## src/rtl/asram_pkg.sv

```systemverilog
`timescale 1ns/1ps
package asram_pkg;

    typedef enum logic [2:0] {
        ST_IDLE,
        ST_TURN,
        ST_READ,
        ST_WPULSE,
        ST_WCLOSE
    } seq_state_e;

    // memory pin pattern, all strobes active low except stb_on / dq_oe
    typedef struct packed {
        logic ce_n;
        logic oe_n;
        logic we_n;
        logic stb_on;
        logic dq_oe;
    } pin_set_t;

    localparam pin_set_t PINS_OFF    = '{ce_n: 1'b1, oe_n: 1'b1, we_n: 1'b1, stb_on: 1'b0, dq_oe: 1'b0};
    localparam pin_set_t PINS_READ   = '{ce_n: 1'b0, oe_n: 1'b0, we_n: 1'b1, stb_on: 1'b1, dq_oe: 1'b0};
    localparam pin_set_t PINS_WPULSE = '{ce_n: 1'b0, oe_n: 1'b1, we_n: 1'b0, stb_on: 1'b1, dq_oe: 1'b1};
    localparam pin_set_t PINS_WCLOSE = '{ce_n: 1'b0, oe_n: 1'b1, we_n: 1'b0, stb_on: 1'b0, dq_oe: 1'b1};

    // cycles needed to cover a time, never below one
    function automatic int cycles_for(input int t_ps, input int clk_ps);
        int c;
        c = (t_ps + clk_ps - 1) / clk_ps;
        return (c < 1) ? 1 : c;
    endfunction

    function automatic int max_of(input int a, input int b);
        return (a > b) ? a : b;
    endfunction

endpackage

```

## src/rtl/asram_lane.sv

```systemverilog
`timescale 1ns/1ps
module asram_lane #(
    parameter int LW = 8
) (
    input  logic          clk,
    input  logic          rst_n,
    input  logic          load,
    input  logic          en_in,
    input  logic [LW-1:0] wd_in,
    input  logic          stb_on,
    input  logic          capture,
    input  logic [LW-1:0] dq_in,
    output logic          strb_n,
    output logic [LW-1:0] dq_out,
    output logic [LW-1:0] rd_out
);

    typedef struct packed {
        logic          en;
        logic [LW-1:0] wd;
        logic [LW-1:0] rd;
    } lane_t;

    lane_t q, d;

    always_comb begin
        d = q;
        if (load) begin
            d.en = en_in;
            d.wd = wd_in;
        end
        if (capture) begin
            d.rd = q.en ? dq_in : '0;
        end
    end

    always_ff @(posedge clk) begin
        if (!rst_n) begin
            q <= '0;
        end else begin
            q <= d;
        end
    end

    assign strb_n = ~(stb_on & q.en);
    assign dq_out = q.wd;
    assign rd_out = q.rd;

endmodule

```

## src/rtl/asram_seq.sv

```systemverilog
`timescale 1ns/1ps
module asram_seq
    import asram_pkg::*;
#(
    parameter int AW     = 19,
    parameter int RD_CYC = 3,
    parameter int WR_CYC = 2,
    parameter int TA_CYC = 1,
    parameter int CW     = 2
) (
    input  logic          clk,
    input  logic          rst_n,
    input  logic          req,
    input  logic          req_wr,
    input  logic [AW-1:0] req_addr,
    output logic          rdy,
    output logic          accept,
    output logic          capture,
    output logic          rvalid,
    output pin_set_t      pins,
    output logic [AW-1:0] addr
);

    typedef struct packed {
        seq_state_e    st;
        logic [CW-1:0] cnt;
        logic          pend_wr;
        logic          last_rd;
        logic          last_wr;
        logic [AW-1:0] addr;
        pin_set_t      pins;
        logic          rvalid;
    } seq_t;

    localparam logic [CW-1:0] RD_LAST = CW'(RD_CYC - 1);
    localparam logic [CW-1:0] WR_LAST = CW'(WR_CYC - 1);
    localparam logic [CW-1:0] TA_LAST = CW'(TA_CYC - 1);

    seq_t q, d;
    logic need_turn;

    always_comb begin
        d         = q;
        d.rvalid  = 1'b0;
        capture   = 1'b0;
        rdy       = (q.st == ST_IDLE) || (q.st == ST_WCLOSE);
        accept    = req && rdy;
        need_turn = req_wr ? q.last_rd : q.last_wr;

        case (q.st)
            ST_IDLE, ST_WCLOSE: begin
                if (accept) begin
                    d.addr    = req_addr;
                    d.pend_wr = req_wr;
                    d.last_wr = req_wr;
                    d.last_rd = !req_wr;
                    if (need_turn) begin
                        d.st   = ST_TURN;
                        d.cnt  = TA_LAST;
                        d.pins = PINS_OFF;
                    end else if (req_wr) begin
                        d.st   = ST_WPULSE;
                        d.cnt  = WR_LAST;
                        d.pins = PINS_WPULSE;
                    end else begin
                        d.st   = ST_READ;
                        d.cnt  = RD_LAST;
                        d.pins = PINS_READ;
                    end
                end else begin
                    d.st   = ST_IDLE;
                    d.pins = PINS_OFF;
                end
            end
            ST_TURN: begin
                if (q.cnt == '0) begin
                    if (q.pend_wr) begin
                        d.st   = ST_WPULSE;
                        d.cnt  = WR_LAST;
                        d.pins = PINS_WPULSE;
                    end else begin
                        d.st   = ST_READ;
                        d.cnt  = RD_LAST;
                        d.pins = PINS_READ;
                    end
                end else begin
                    d.cnt = q.cnt - 1'b1;
                end
            end
            ST_READ: begin
                if (q.cnt == '0) begin
                    capture  = 1'b1;
                    d.rvalid = 1'b1;
                    d.st     = ST_IDLE;
                    d.pins   = PINS_OFF;
                end else begin
                    d.cnt = q.cnt - 1'b1;
                end
            end
            ST_WPULSE: begin
                if (q.cnt == '0) begin
                    d.st   = ST_WCLOSE;
                    d.pins = PINS_WCLOSE;
                end else begin
                    d.cnt = q.cnt - 1'b1;
                end
            end
            default: begin
                d.st   = ST_IDLE;
                d.pins = PINS_OFF;
            end
        endcase
    end

    always_ff @(posedge clk) begin
        if (!rst_n) begin
            q      <= '0;
            q.st   <= ST_IDLE;
            q.pins <= PINS_OFF;
        end else begin
            q <= d;
        end
    end

    assign pins   = q.pins;
    assign addr   = q.addr;
    assign rvalid = q.rvalid;

endmodule

```

## src/rtl/asram_ctrl.sv

```systemverilog
`timescale 1ns/1ps
module asram_ctrl
    import asram_pkg::*;
#(
    parameter int AW       = 19,
    parameter int LW       = 8,
    parameter int CLK_PS   = 4000,
    parameter int T_AA_PS  = 10000,
    parameter int T_PWE_PS = 8000,
    parameter int T_SD_PS  = 6000,
    parameter int T_TA_PS  = 3000
) (
    input  logic               clk,
    input  logic               rst_n,
    input  logic               req,
    input  logic               req_wr,
    input  logic [AW-1:0]      req_addr,
    input  logic [2*LW-1:0]    req_wdata,
    input  logic [1:0]         req_be,
    output logic               rdy,
    output logic [2*LW-1:0]    rd_data,
    output logic               rd_valid,
    output logic               mem_ce_n,
    output logic               mem_oe_n,
    output logic               mem_we_n,
    output logic               mem_ub_n,
    output logic               mem_lb_n,
    output logic [AW-1:0]      mem_addr,
    output logic [2*LW-1:0]    mem_dq_o,
    input  logic [2*LW-1:0]    mem_dq_i,
    output logic               mem_dq_oe
);

    localparam int NB     = 2;
    localparam int RD_CYC = cycles_for(T_AA_PS, CLK_PS);
    localparam int WR_CYC = max_of(cycles_for(T_PWE_PS, CLK_PS), cycles_for(T_SD_PS, CLK_PS));
    localparam int TA_CYC = cycles_for(T_TA_PS, CLK_PS);
    localparam int CW     = $clog2(max_of(max_of(RD_CYC, WR_CYC), TA_CYC) + 1);

    pin_set_t        pins;
    logic            accept;
    logic            capture;
    logic [NB-1:0]   strb_n;

    asram_seq #(
        .AW     (AW),
        .RD_CYC (RD_CYC),
        .WR_CYC (WR_CYC),
        .TA_CYC (TA_CYC),
        .CW     (CW)
    ) seq_i (
        .clk      (clk),
        .rst_n    (rst_n),
        .req      (req),
        .req_wr   (req_wr),
        .req_addr (req_addr),
        .rdy      (rdy),
        .accept   (accept),
        .capture  (capture),
        .rvalid   (rd_valid),
        .pins     (pins),
        .addr     (mem_addr)
    );

    for (genvar g = 0; g < NB; g++) begin : g_lane
        asram_lane #(.LW(LW)) lane_i (
            .clk     (clk),
            .rst_n   (rst_n),
            .load    (accept),
            .en_in   (req_be[g]),
            .wd_in   (req_wdata[g*LW +: LW]),
            .stb_on  (pins.stb_on),
            .capture (capture),
            .dq_in   (mem_dq_i[g*LW +: LW]),
            .strb_n  (strb_n[g]),
            .dq_out  (mem_dq_o[g*LW +: LW]),
            .rd_out  (rd_data[g*LW +: LW])
        );
    end

    assign mem_ce_n  = pins.ce_n;
    assign mem_oe_n  = pins.oe_n;
    assign mem_we_n  = pins.we_n;
    assign mem_dq_oe = pins.dq_oe;
    assign mem_lb_n  = strb_n[0];
    assign mem_ub_n  = strb_n[1];

endmodule

```

## config.mk

```make
export PLATFORM = sky130hd
export DESIGN_NAME = asram_ctrl
export DESIGN_NICKNAME = d
export VERILOG_FILES = /design/src/rtl/asram_pkg.sv /design/src/rtl/asram_lane.sv /design/src/rtl/asram_seq.sv /design/src/rtl/asram_ctrl.sv
export SDC_FILE = /design/constraint.sdc
export NUM_CORES = 1
export LEC_CHECK = 0
export BUFFER_PORTS_ARGS = -buffer_cell sky130_fd_sc_hd__buf_2
export CAP_MARGIN = 20
export CELL_PAD_IN_SITES_DETAIL_PLACEMENT = 0
export CELL_PAD_IN_SITES_GLOBAL_PLACEMENT = 1
export CORE_ASPECT_RATIO = 1.2
export CORE_MARGIN = 4
export CORE_UTILIZATION = 30
export DETAILED_ROUTE_END_ITERATION = 16
export HOLD_SLACK_MARGIN = 0.05
export PLACE_DENSITY = 0.68
export SKIP_CTS_REPAIR_TIMING = 1
export SLEW_MARGIN = 20
export SYNTH_ARGS = -nofsm -noshare
export SYNTH_HDL_FRONTEND = slang
export SYNTH_SLANG_ARGS = --single-unit
```

## constraint.sdc

```tcl
create_clock -name clk -period 2.15 [get_ports clk]
set_input_delay 0.3225 -clock clk [delete_from_list [all_inputs] [get_ports clk]]
set_output_delay 0.3225 -clock clk [all_outputs]
set_load 0.01 [all_outputs]
```

### After elaboration in Yosys (flattened, before gate mapping)

Index checks and enable logic that the tools add are counted.

| word-level totals | value |
|---|---|
| bits in registers | 66 |
| latch bits | 0 |
| memory bits (writable) | 0 |
| memory bits (read-only) | 0 |
| bits of input ports | 57 |
| output and inout bits | 59 |
| word-level logic and storage cells | 68 |
| memories | 0 |

| cells by class | value |
|---|---|
| $add $sub $neg | 1 |
| multipliers | 0 |
| divide/modulo/power cells | 0 |
| order comparisons | 0 |
| eq/ne operators | 9 |
| shifts and indexed selects | 0 |
| muxes and demuxes | 25 |
| bitwise logic cells | 4 |
| reductions and logical operators | 12 |

Operators with widths:

| cell | count |
|---|---|
| $mux 5 | 5 |
| $mux 24 | 1 |
| $pmux 5 s4 | 1 |
| $mux 3 | 6 |
| $mux 8 | 2 |
| $pmux 3 s4 | 1 |
| $mux 4 | 2 |
| $eq 3x2->1 const B | 2 |
| $mux 6 | 1 |
| $ne 2x1->1 const B | 3 |
| $pmux 2 s3 | 1 |
| $reduce_and 3->1 | 2 |
| $mux 2 | 2 |
| $ne 2x2->1 const B | 2 |
| $reduce_and 2->1 | 2 |
| $reduce_or 2->1 | 2 |
| $eq 3x1->1 const B | 1 |
| $eq 3x3->1 const B | 1 |
| $logic_not 3->1 | 1 |
| $mux 1 | 3 |
| $reduce_bool 3->1 | 1 |
| $and 1x1->1 | 2 |
| $logic_not 2->1 | 1 |
| $not 1->1 | 2 |
| other kinds (4) | 4 |

### Longest topological paths before layout

| logic depth | value |
|---|---|
| word-level depth | 5 |
| gate-level depth with buffers | 8 |
| depth with buffers taken out | 6 |

### Cells and area by module

From an unflattened synthesis, not the netlist that was laid out.

| second synthesis, totals | value |
|---|---|
| cell total of the unflattened synthesis | 355 |
| area total of the unflattened synthesis | 3214.3 µm² |

By module, submodules not included:

| module | instances | cells an instance | area an instance (µm²) | seq. area each (µm²) |
|---|---|---|---|---|
| asram_lane | 2 | 81 | 810.8 | 340.3 |
| asram_seq | 1 | 193 | 1592.8 | 640.6 |

### Least setup slack after synthesis

OpenSTA, ideal clock, no wires.

| path | value |
|---|---|
| kind | flip-flop to flip-flop |
| from | reg seq_i.q[28] in the netlist's numbering |
| to | reg g_lane[1].lane_i.q (netlist bit g_lane[1].lane_i.rd_out[0]) |
| setup time | 0.117 ns |
| arrival time | 1.438 ns |
| data required time | 2.033 ns |
| path slack | 0.596 ns |
| stages on the path, launching flop included | 9 |
| buffers on the path | 2 |
| cells stage by stage | dfxtp_1 inv_1 ha_1 buf_2 nor2b_4 and3_1 and2_1 buf_2 a22o_1 |

| on the way | value |
|---|---|
| longest elaborated chain between the ends | 3 |

RTL lines:

| element | RTL line | source |
|---|---|---|
| from (decl) | asram_seq.sv:39 | `seq_t q, d;` |
| $logic_not 2->1 | asram_seq.sv:91 | `if (q.cnt == '0) begin` |
| $mux 1 | asram_seq.sv:91 |  |
| $mux 1 | asram_seq.sv:50 | `case (q.st)` |
| to (signal assigned) | asram_lane.sv:39 | `q <= '0;` |
| to (signal assigned) | asram_lane.sv:41 | `q <= d;` |
| to (decl) | asram_lane.sv:24 | `lane_t q, d;` |

No other way between the ends.
A chain may end at the register's enable or synchronous reset.

### Worst setup path after layout

| path | value |
|---|---|
| from | reg seq_i.q[28] in the netlist's numbering |
| to | reg g_lane[1].lane_i.q (netlist bit g_lane[1].lane_i.rd_out[7]) |

Same word-level chain as after synthesis.

==> out/metrics.yaml <==
insertion_delay_ns: 0.33
port_buffers: 115
crit_path_start: "seq_i.q[28]$_SDFFE_PN0P_"
synth-edff-count: 0
overflow: 0
synth_top_area_frac: 0.443
fmax_mhz: 555
dieWidth_um: 99.0
maxCapViolations: 0
postSynthAreaPerCell_um2: 8.74
cp_data_arrival_time_ns: 2.07
final_cells: 530
critPathKind: "reg2reg"
start_util: 0.310
place.gp.congestion: 0.792
dp.cells: 514
ys_ff_latch: 66
dp_hpwl_um: 5100
finalWirelength_um: 7020
min_delay_path_depth: 2
final_util: 0.374
clock_path_buffers: 2
cts_tree: "yes"
dp_slack_ns: 0.367
track_usage: 0.123
async_flop_share: 0
syn-cell-area_um2: 2980
final_layout_size_suffix_gt1_frac: 0.354
dieHeight_um: 117
relSlewSlack: 0.518
vias_per_cell: 4.52
dr.pass1.iters: 4
root_buffer: "clkbuf_16"
ant_nets: 0
ios: 116
holdPathEnd: "g_lane[1].lane_i.rd_out[1]$_SDFFE_PN0P_"
synth_warnings: 0
yosysTopAreaCell: "dfxtp_1"
grt_setup_unrepaired: "no"
syn_to_final_growth_pct: 20.7
startpoint_type: "register"
die_area_um2: 11600
yosysMostFrequentCell: "nand2_1"
synth_seq_area_share: 0.443
nNetsFinal: 460
core_area_um2: 9610
fillerInstances: 999
clk_pin_slew_worst_paths_ns: 0.06
ir_drop_mv: 0.395
r2r_slack_ns: 0.35
total_leakage_power_uw: 0.00167
status: "complete, no violations"
rr_endpoint: "g_lane[1].lane_i.rd_out[7]$_SDFFE_PN0P_"
grt_pass1_wl_um: 11400
drc: 0
layout_setup_ws_ns: 0.349
setup_viol: 0
cellPowerDensity_nw_per_um2: 999
routedWlPerCell_um: 13.2
synth_ff_type: "dfxtp_1"
hold_start: "mem_dq_i[9]"
placementRows: 39
multi_input_area_um2: 1150
hp-class: "in2reg"
synth_nets: 399
antenna_cells: 0
grt_max_degree: 24
fin_tns_setup_ns: 0
via_count: 2393
tightestPinTransition_ns: 0.715
endpoint_kind: "register"
netlist_top_cells_area: "dfxtp_1 44%, buf_4 13%, nand2_1 10%"
synthTopCellsByCount: "82 x nand2_1, 66 x dfxtp_1, 53 x buf_4"
finalHoldViolCount: 0
required_ns: 2.42
critPathMaxFanout: 16
ys_types: 41
drt_iter0_markers: 64
regArea_um2: 1320
cts_buffers: 9
r2r_start: "seq_i.q[28]$_SDFFE_PN0P_"
synth_cells: 341
htreeDepth: 3
finalCritPeriodShare: 0.837
skew_ns: 0.00411
grt_pass1_vias: 2340
slew_viol_final: 0
cts_num_sinks: 66
reg2reg_depth: 5
antenna_found_initial: 0
fin_crit_ns: 1.80
[area by class of cell]
class | count | share of cell area
multi-input combinational | 197 | 0.321
clock inverter | 7 | 0.0261
timing repair buffer | 122 | 0.174
tap | 123 | 0.0428
sequential | 66 | 0.367
inverter | 6 | 0.00626
clock buffer | 9 | 0.0626
[cell usage in the layout, fill, tap and decap left out, drive strengths merged, types with 2 or more instances in the layout]
master / n
clkinv: 3
o211ai: 2
nor2: 6
nand2b: 5
inv: 6
clkbuf: 9
a21oi: 9
and3: 3
o31ai: 2
or3b: 2
buf: 122
o21ai: 5
nand2: 82
nand3: 2
clkinvlp: 2
bufinv: 2
and2: 4
nor2b: 2
nand3b: 2
a22o: 16
dfxtp: 66
a21boi: 39
[registers in the layout, indices dropped and copies added, names as in the netlist]
name / flops
g_lane.lane_i.q: 2
seq_i.pins: 5
g_lane.lane_i.rd_out: 16
g_lane.lane_i.dq_out: 16
seq_i.addr: 19
seq_i.rvalid: 1
seq_i.q: 7
[power by group]
part / switching, µW / internal (µW)
registers: 73.7 / 1330
clock network: 559 / 1010
logic: 349 / 274
total: 981 / 2610
[metrics by stage]
step                area [µm²]  power [µW]  hold slack, ns
floorplan                 2980        1910           0.435
global placement          3280        2060           0.439
detailed placement        3280        2060           0.446
CTS                       3600        3660           0.194
global route              3600        3800           0.195
finish                    3600        3590           0.203
[critical path, cell delays in order, from the launching register on]
cell and delay [ns]:
dfxtp_1 0.35, inv_1 0.05, ha_1 0.31, nor2b_4 0.19, a21boi_2 0.58, a22o_1 0.25
[kinds of logic (layout without fill, tap and decap cells)]
group / after synthesis / after routing / synth area share
AOI/OAI and AO/OA: 84 / 84 / 0.211
and+or+nand+nor: 112 / 112 / 0.170
adders and majority gates: 1 / 1 / 0.00420
buffers and inverters: 78 / 144 / 0.172
DFF: 66 / 66 / 0.443
[how the worst max path moves through the flow]
| stage | to | cells after the start |
|---|---|---|
| after floorplan | g_lane[1].lane_i.rd_out[0]$_SDFFE_PN0P_ | 8 |
| after global placement | g_lane[1].lane_i.rd_out[0]$_SDFFE_PN0P_ | 5 |
| after detailed placement | g_lane[0].lane_i.rd_out[5]$_SDFFE_PN0P_ | 5 |
| after CTS | g_lane[0].lane_i.rd_out[5]$_SDFFE_PN0P_ | 5 |
| after global routing | g_lane[1].lane_i.rd_out[0]$_SDFFE_PN0P_ | 5 |
| final | g_lane[1].lane_i.rd_out[7]$_SDFFE_PN0P_ | 5 |
[metal layers]
layer	up-vias	track usage	wire length (µm)
li1	1216	-	-
met1	1085	0.152	3120
met2	82	0.194	3210
met3	10	0.0462	590
met4	0	0.0492	96
met5	-	0	0
Power figures use the tool's default switching activity.
